**config.mk**
```make
export PLATFORM = sky130hd
export DESIGN_NAME = async_rx
export DESIGN_NICKNAME = d
export VERILOG_FILES = /design/src/rtl/srx_pkg.sv /design/src/rtl/srx_tick_gen.sv /design/src/rtl/srx_frame_fsm.sv /design/src/rtl/srx_hold.sv /design/src/rtl/async_rx.sv
export SDC_FILE = /design/constraint.sdc
export NUM_CORES = 1
export LEC_CHECK = 0
export ABC_AREA = 0
export BUFFER_PORTS_ARGS = -buffer_cell sky130_fd_sc_hd__buf_2
export CELL_PAD_IN_SITES_DETAIL_PLACEMENT = 1
export CELL_PAD_IN_SITES_GLOBAL_PLACEMENT = 2
export CORE_MARGIN = 5
export CORE_UTILIZATION = 30
export DETAILED_ROUTE_END_ITERATION = 8
export GPL_ROUTABILITY_DRIVEN = 0
export PLACE_DENSITY = 0.65
export SETUP_SLACK_MARGIN = 0.2
export SKIP_LAST_GASP = 1
export SLEW_MARGIN = 20
export SYNTH_ARGS = -nofsm -noshare
export SYNTH_HDL_FRONTEND = slang
export SYNTH_SLANG_ARGS = --single-unit
export TNS_END_PERCENT = 5
```
**constraint.sdc**
```tcl
create_clock -name clk -period 1.7 [get_ports clk]
set_input_delay 0.34 -clock clk [delete_from_list [all_inputs] [get_ports clk]]
set_output_delay 0.34 -clock clk [all_outputs]
set_load 0.05 [all_outputs]
```
**src/rtl/srx_pkg.sv**
```systemverilog
package srx_pkg;
  // Number of oversample ticks per serial bit.
  localparam int unsigned OVS = 16;
  // Tick index at which the three-sample majority vote is taken.
  localparam int unsigned VOTE_AT = 9;

  typedef enum logic [1:0] {
    ST_IDLE  = 2'd0,
    ST_START = 2'd1,
    ST_DATA  = 2'd2,
    ST_STOP  = 2'd3
  } rx_state_e;
endpackage

```
**src/rtl/srx_tick_gen.sv**
```systemverilog
module srx_tick_gen #(
  parameter int unsigned DIV_W = 8,
  parameter int unsigned PRE_W = 2
) (
  input  logic             clk,
  input  logic             rst_n,
  input  logic             run,
  input  logic             hi_speed,
  input  logic [DIV_W-1:0] divisor,
  output logic             tick
);
  logic [PRE_W-1:0] pre_q, pre_n;
  logic [DIV_W-1:0] cnt_q, cnt_n;
  logic             tick_q, tick_n;
  logic             step;

  // In slow mode the divisor counter advances only once every 2**PRE_W cycles.
  assign step = hi_speed | (pre_q == {PRE_W{1'b1}});

  always_comb begin
    pre_n  = pre_q;
    cnt_n  = cnt_q;
    tick_n = 1'b0;
    if (!run) begin
      pre_n = '0;
      cnt_n = '0;
    end else begin
      pre_n = pre_q + 1'b1;
      if (step) begin
        if (cnt_q == divisor) begin
          cnt_n  = '0;
          tick_n = 1'b1;
        end else begin
          cnt_n = cnt_q + 1'b1;
        end
      end
    end
  end

  always_ff @(posedge clk or negedge rst_n) begin
    if (!rst_n) begin
      pre_q  <= '0;
      cnt_q  <= '0;
      tick_q <= 1'b0;
    end else begin
      pre_q  <= pre_n;
      cnt_q  <= cnt_n;
      tick_q <= tick_n;
    end
  end

  assign tick = tick_q;


  tick_spacing_chk: assert property (@(posedge clk) disable iff (!rst_n)
    (tick_q && !(hi_speed && divisor == '0)) |=> !tick_q);
endmodule

```
**src/rtl/srx_frame_fsm.sv**
```systemverilog
module srx_frame_fsm
  import srx_pkg::*;
#(
  parameter int unsigned DATA_W = 8,
  parameter int unsigned SYNC_STAGES = 2
) (
  input  logic              clk,
  input  logic              rst_n,
  input  logic              run,
  input  logic              tick,
  input  logic              rx_pin,
  output logic              done,
  output logic [DATA_W-1:0] data,
  output logic              stop_bad
);
  localparam int unsigned IDX_W = (DATA_W > 1) ? $clog2(DATA_W) : 1;
  localparam int unsigned CNT_W = $clog2(OVS);
  localparam logic [IDX_W-1:0] LAST_IDX = IDX_W'(DATA_W - 1);
  localparam logic [CNT_W-1:0] VOTE_CNT = CNT_W'(VOTE_AT);
  localparam logic [CNT_W-1:0] END_CNT  = CNT_W'(OVS - 1);

  // Input synchronizer, reset to the idle (high) line level.
  logic [SYNC_STAGES-1:0] sync_q;
  logic                   rx_s;

  always_ff @(posedge clk or negedge rst_n) begin
    if (!rst_n) sync_q <= '1;
    else        sync_q <= {sync_q[SYNC_STAGES-2:0], rx_pin};
  end
  assign rx_s = sync_q[SYNC_STAGES-1];

  rx_state_e         st_q, st_n;
  logic [CNT_W-1:0]  cnt_q, cnt_n;
  logic [IDX_W-1:0]  idx_q, idx_n;
  logic [DATA_W-1:0] sh_q, sh_n;
  logic [1:0]        win_q, win_n;
  logic              done_q, done_n;
  logic              bad_q, bad_n;
  logic              vote;

  // Majority of the two previous samples and the current one.
  assign vote = (win_q[1] & win_q[0]) | (win_q[1] & rx_s) | (win_q[0] & rx_s);

  always_comb begin
    st_n   = st_q;
    cnt_n  = cnt_q;
    idx_n  = idx_q;
    sh_n   = sh_q;
    win_n  = win_q;
    done_n = 1'b0;
    bad_n  = bad_q;
    if (!run) begin
      st_n  = ST_IDLE;
      cnt_n = '0;
      idx_n = '0;
    end else if (tick) begin
      win_n = {win_q[0], rx_s};
      cnt_n = cnt_q + 1'b1;
      unique case (st_q)
        ST_IDLE: begin
          cnt_n = '0;
          if (!rx_s) begin
            st_n  = ST_START;
            cnt_n = CNT_W'(1);
          end
        end
        ST_START: begin
          if (cnt_q == VOTE_CNT && vote) st_n = ST_IDLE;
          else if (cnt_q == END_CNT) begin
            st_n  = ST_DATA;
            idx_n = '0;
          end
        end
        ST_DATA: begin
          if (cnt_q == VOTE_CNT) sh_n = {vote, sh_q[DATA_W-1:1]};
          if (cnt_q == END_CNT) begin
            if (idx_q == LAST_IDX) st_n = ST_STOP;
            else                   idx_n = idx_q + 1'b1;
          end
        end
        ST_STOP: begin
          if (cnt_q == VOTE_CNT) begin
            done_n = 1'b1;
            bad_n  = ~vote;
            st_n   = ST_IDLE;
          end
        end
        default: st_n = ST_IDLE;
      endcase
    end
  end

  always_ff @(posedge clk or negedge rst_n) begin
    if (!rst_n) begin
      st_q   <= ST_IDLE;
      cnt_q  <= '0;
      idx_q  <= '0;
      sh_q   <= '0;
      win_q  <= '1;
      done_q <= 1'b0;
      bad_q  <= 1'b0;
    end else begin
      st_q   <= st_n;
      cnt_q  <= cnt_n;
      idx_q  <= idx_n;
      sh_q   <= sh_n;
      win_q  <= win_n;
      done_q <= done_n;
      bad_q  <= bad_n;
    end
  end

  assign done     = done_q;
  assign data     = sh_q;
  assign stop_bad = bad_q;


  done_pulse_chk: assert property (@(posedge clk) disable iff (!rst_n)
    done_q |=> !done_q);


  halt_idle_chk: assert property (@(posedge clk) disable iff (!rst_n)
    !run |=> (st_q == ST_IDLE));
endmodule

```
**src/rtl/srx_hold.sv**
```systemverilog
module srx_hold #(
  parameter int unsigned DATA_W = 8
) (
  input  logic              clk,
  input  logic              rst_n,
  input  logic              en,
  input  logic              done,
  input  logic [DATA_W-1:0] din,
  input  logic              stop_bad,
  input  logic              rd,
  output logic [DATA_W-1:0] data,
  output logic              valid,
  output logic              ferr,
  output logic              oerr
);
  logic [DATA_W-1:0] data_q, data_n;
  logic              valid_q, valid_n;
  logic              ferr_q, ferr_n;
  logic              oerr_q, oerr_n;
  logic              load, clash;

  // A read in the same cycle frees the register for the new byte.
  assign load  = done & ~oerr_q & (~valid_q | rd);
  assign clash = done & ~oerr_q & valid_q & ~rd;

  always_comb begin
    data_n  = data_q;
    valid_n = valid_q;
    ferr_n  = ferr_q;
    oerr_n  = oerr_q;
    if (load) begin
      data_n  = din;
      ferr_n  = stop_bad;
      valid_n = 1'b1;
    end else if (rd) begin
      valid_n = 1'b0;
    end
    if (!en)        oerr_n = 1'b0;
    else if (clash) oerr_n = 1'b1;
  end

  always_ff @(posedge clk or negedge rst_n) begin
    if (!rst_n) begin
      data_q  <= '0;
      valid_q <= 1'b0;
      ferr_q  <= 1'b0;
      oerr_q  <= 1'b0;
    end else begin
      data_q  <= data_n;
      valid_q <= valid_n;
      ferr_q  <= ferr_n;
      oerr_q  <= oerr_n;
    end
  end

  assign data  = data_q;
  assign valid = valid_q;
  assign ferr  = ferr_q;
  assign oerr  = oerr_q;


  frozen_data_chk: assert property (@(posedge clk) disable iff (!rst_n)
    oerr_q |=> $stable(data_q));


  read_clears_chk: assert property (@(posedge clk) disable iff (!rst_n)
    (rd && !done) |=> !valid_q);


  ferr_keep_chk: assert property (@(posedge clk) disable iff (!rst_n)
    (!en && !done) |=> $stable(ferr_q));
endmodule

```
**src/rtl/async_rx.sv**
```systemverilog
module async_rx #(
  parameter int unsigned DATA_W = 8,
  parameter int unsigned DIV_W  = 8
) (
  input  logic              clk,
  input  logic              rst_n,
  input  logic              rx_en,
  input  logic              fast_mode,
  input  logic [DIV_W-1:0]  baud_div,
  input  logic              rx_line,
  input  logic              rd_stb,
  output logic [DATA_W-1:0] rx_data,
  output logic              data_valid,
  output logic              frame_err,
  output logic              overrun
);
  // Reset is asserted asynchronously and released on a clock edge.
  logic [1:0] rst_sync_q;
  logic       rst_int_n;

  always_ff @(posedge clk or negedge rst_n) begin
    if (!rst_n) rst_sync_q <= 2'b00;
    else        rst_sync_q <= {rst_sync_q[0], 1'b1};
  end
  assign rst_int_n = rst_sync_q[1];

  logic              run;
  logic              tick;
  logic              done;
  logic [DATA_W-1:0] frame_data;
  logic              frame_bad;
  logic              oerr;

  // The receiver stops while an overrun is pending.
  assign run = rx_en & ~oerr;

  srx_tick_gen #(.DIV_W(DIV_W), .PRE_W(2)) u_tick (
    .clk      (clk),
    .rst_n    (rst_int_n),
    .run      (run),
    .hi_speed (fast_mode),
    .divisor  (baud_div),
    .tick     (tick)
  );

  srx_frame_fsm #(.DATA_W(DATA_W), .SYNC_STAGES(2)) u_fsm (
    .clk      (clk),
    .rst_n    (rst_int_n),
    .run      (run),
    .tick     (tick),
    .rx_pin   (rx_line),
    .done     (done),
    .data     (frame_data),
    .stop_bad (frame_bad)
  );

  srx_hold #(.DATA_W(DATA_W)) u_hold (
    .clk      (clk),
    .rst_n    (rst_int_n),
    .en       (rx_en),
    .done     (done),
    .din      (frame_data),
    .stop_bad (frame_bad),
    .rd       (rd_stb),
    .data     (rx_data),
    .valid    (data_valid),
    .ferr     (frame_err),
    .oerr     (oerr)
  );

  assign overrun = oerr;


  overrun_needs_valid_chk: assert property (@(posedge clk) disable iff (!rst_int_n)
    $rose(overrun) |-> data_valid || $past(rd_stb));
endmodule

```
==> impl_metrics.py <==
metrics = {
    "worst_setup_path": {
        "cp_common_cell": "ha_2",
        "end_kind": "register",
        "path_buf_inv": 0,
        "crit_slowest_cell": "dfrtp_1",
        "worstPathArrival_ns": 1.76,
        "critical_path_required_ns": 1.89,
        "worstPathMaxFanout": 2,
        "start_kind": "register",
        "critPathTopFamily": "multiplexers",
        "critical_path.max_stage_delay_ns": 0.38,
        "cp_cell_sequence": "ha_2 -> ha_2 -> nand2b_4 -> mux2i_2 -> a31oi_2 -> mux2_2",
        "critical_path_class": "register to register",
    },
    "synth": {
        "synth_area_um2": 2277,
        "synth_cell_types": 44,
        "ys_seq_elements": 47,
        "syn_nets": 217,
        "yosys_warnings": 0,
        "synthCells": 197,
        "synth-edff-count": 0,
        "synth_seq_area_share_pct": 51.87,
        "syn_area_per_cell_um2": 11.56,
        "synthFlopType": "dfrtp_1",
        "async_flop_share_pct": 100.0,
    },
    "layout": {
        "nets": 262,
        "insertedDiodeCount": 0,
        "drive_gt1_share_pct": 39.09,
        "syn_to_final_growth_pct": 24.12,
        "final_common_cell": "dfrtp_1",
        "layout_common_cells": "dfrtp_1 (41), buf_2 (24), buf_4 (20), nand2_1 (16), nor2_1 (13)",
        "num-fill-cells": 812,
    },
    "route": {
        "drt_iter0_drc": 58,
        "ant_nets": 0,
        "num_vias": 1613,
        "wl_per_cell_um": 14.04,
        "drtPass1Iterations": 4,
        "drc": 0,
        "viasPerCell": 4.716,
        "wl_um": 4800,
    },
    "hold_path": {
        "hold_path.class": "primary input to register",
    },
    "cts": {
        "clock-root-buffer": "clkbuf_8",
        "cts_tree": "done",
        "clockBufferDepth": 2,
        "cts_buffers": 5,
        "htreeDepth": 2,
        "cts_sinks": 47,
        "clk_latency_ns": 0.30,
        "path_clk_slew_ns": 0.09,
    },
    "pwr": {
        "pwr-share-clk_pct": 40.8,
        "switching_share_pct": 22.47,
        "ir_drop_uv": 294.1,
        "p_comb_share_pct": 6.1,
        "intPower_mw": 1.677,
        "power_leakage_nw": 1.286,
        "sequentialPowerShare_pct": 53.1,
        "powerDensity_nw_per_um2": 765.2,
        "p_sw_mw": 0.4859,
    },
    "floorplanning": {
        "core_area_um2": 7331,
        "start_util_pct": 31.06,
        "die_area_um2": 9433,
        "die_h_um": 97.13,
        "rows": 31,
        "dieWidth_um": 97.13,
        "ioPinCount": 25,
    },
    "placed_design": {
        "port_buffers": 24,
        "dp_hpwl_um": 3368,
        "dp_slack_ns": 0.09634,
    },
    "sta": {
        "rsz0062_at_grt": "true",
        "drv_slew": 0,
        "setup_slack_ns": 0.1249,
        "finalHoldViolCount": 0,
        "maxClockFrequency_mhz": 634.9,
        "fin_crit_ns": 1.575,
        "setup_viol": 0,
        "clock_skew_ns": 0.005981,
        "finalCritPeriodShare_pct": 92.65,
        "hold-worst-slack_ns": 0.1319,
    },
    "flow_run": {
        "drv_cap": 0,
    },
    "global_route": {
        "grt_max_degree": 46,
        "grt_pass1_wl_um": 8252,
        "antenna_found_initial": 0,
        "grt_usage_pct": 10.57,
        "first_global_vias": 1684,
        "overflow": 0,
    },
    "run_status": {
        "outcome": "complete, no violations",
    },
}
## layer usage
layer  part of all wire, %  GRT usage, %  vias up
li1                      -             -      779
met1                    49         13.85      809
met2                    47         16.93       21
met3                   3.5         2.800        4
met4                  0.94         3.456        0
met5                     0             0        -
## state kept, by name, indices dropped and copies added (netlist names)
| signal | flops |
|---|---|
| u_fsm.data | 8 |
| u_hold.data | 8 |
| u_tick.cnt_q | 8 |
| u_fsm.cnt_q | 4 |
| u_fsm.idx_q | 3 |
| rst_sync_q | 2 |
| u_fsm.st_q | 2 |
| u_fsm.sync_q | 2 |
| u_fsm.win_q | 2 |
| u_tick.pre_q | 2 |
| u_fsm.done | 1 |
| u_fsm.stop_bad | 1 |
| u_hold.ferr | 1 |
| u_hold.oerr | 1 |
| u_hold.valid | 1 |
| u_tick.tick | 1 |
## metrics by stage
stage	area, um2	total power, mW	TNS (ns)	instances	util [%]
global placement	2580	1.295	0	325	35.19
finish	2826	2.163	0	342	38.56
CTS	2759	2.210	0	337	37.63
floorplan	2286	1.237	-0.4202	197	-
detailed placement	2580	1.298	0	325	35.19
global route	2826	2.274	0	342	38.56
## synthesized netlist by cell type, drive strengths merged, types with 2 or more instances
| cell | number | area share [%] |
|---|---|---|
| mux2 | 18 | 10 |
| nor3b | 4 | 1.8 |
| ha | 6 | 3.3 |
| mux2i | 5 | 2.2 |
| o21ai | 7 | 1.5 |
| xnor2 | 12 | 4.6 |
| nor3 | 2 | 0.44 |
| a211oi | 5 | 1.6 |
| nand4 | 2 | 0.55 |
| buf | 5 | 2.1 |
| nor4 | 5 | 1.4 |
| dfstp | 4 | 4.6 |
| a31oi | 3 | 0.82 |
| nand2 | 16 | 2.6 |
| nand3 | 4 | 0.88 |
| and3 | 5 | 1.6 |
| clkbuf | 3 | 0.55 |
| nand2b | 5 | 1.4 |
| nor4b | 2 | 1.0 |
| inv | 7 | 1.2 |
| nor2 | 14 | 2.3 |
| a21oi | 6 | 1.3 |
| o22ai | 2 | 0.55 |
| dfrtp | 43 | 47 |
## power groups by stage
stage	Clock (mW)	Combinational, mW	Sequential (mW)
after global placement	0	0.126	1.17
after detailed placement	0	0.128	1.17
final	0.883	0.132	1.15
after global routing	0.974	0.149	1.15
after floorplan	0	0.0577	1.18
after CTS	0.931	0.131	1.15
## cell families after synthesis
family / synth area share [%]
AOI/OAI and AO/OA: 6.923
xor gates and xnor gates: 4.615
adders and majority gates: 3.736
buffers and inverters: 3.846
DFF: 51.87
muxes: 12.42
other: 0.1647
and+or+nand+nor: 16.43
## path summary, 6_finish.rpt
check / start / to / slack (ns) / cells past startpoint
worst max-delay path: u_fsm.idx_q[0] / u_fsm.idx_q[0] / 0.12 / 6
worst min-delay path: rx_line / u_fsm.sync_q[0] / 0.13 / 1
worst max register to register: u_fsm.idx_q[0] / u_fsm.idx_q[0] / 0.12 / 6
worst min register to register: rst_sync_q[1] / u_fsm.data[7] / 0.25 / 1
max in group asynchronous: rst_sync_q[1] / u_fsm.sync_q[0] / 1.19 / 1
min in group asynchronous: rst_sync_q[1] / u_fsm.data[7] / 0.25 / 1
## area by class of cell
cell class	instances	area, um2	area share (%)
Tap cell	99	123.9	4.382
Multi-Input combinational cell	135	1071	37.89
Timing Repair Buffer	46	300.3	10.62
Clock buffer	6	82.58	2.922
Sequential cell	47	1184	41.88
Inverter	7	26.28	0.9296
Clock inverter	2	38.79	1.372
## timing repair
item | in CTS | in global routing
setup endpoints to repair | 17 | 20
setup buffers | 3 | 5
hold endpoints to repair | 2 | 0
pin swaps | 4 | 8
hold buffers | 1 | 0
cloned | 0 | 0
gates resized for setup | 5 | 9
Note: power is estimated with default switching activity, not from simulation.
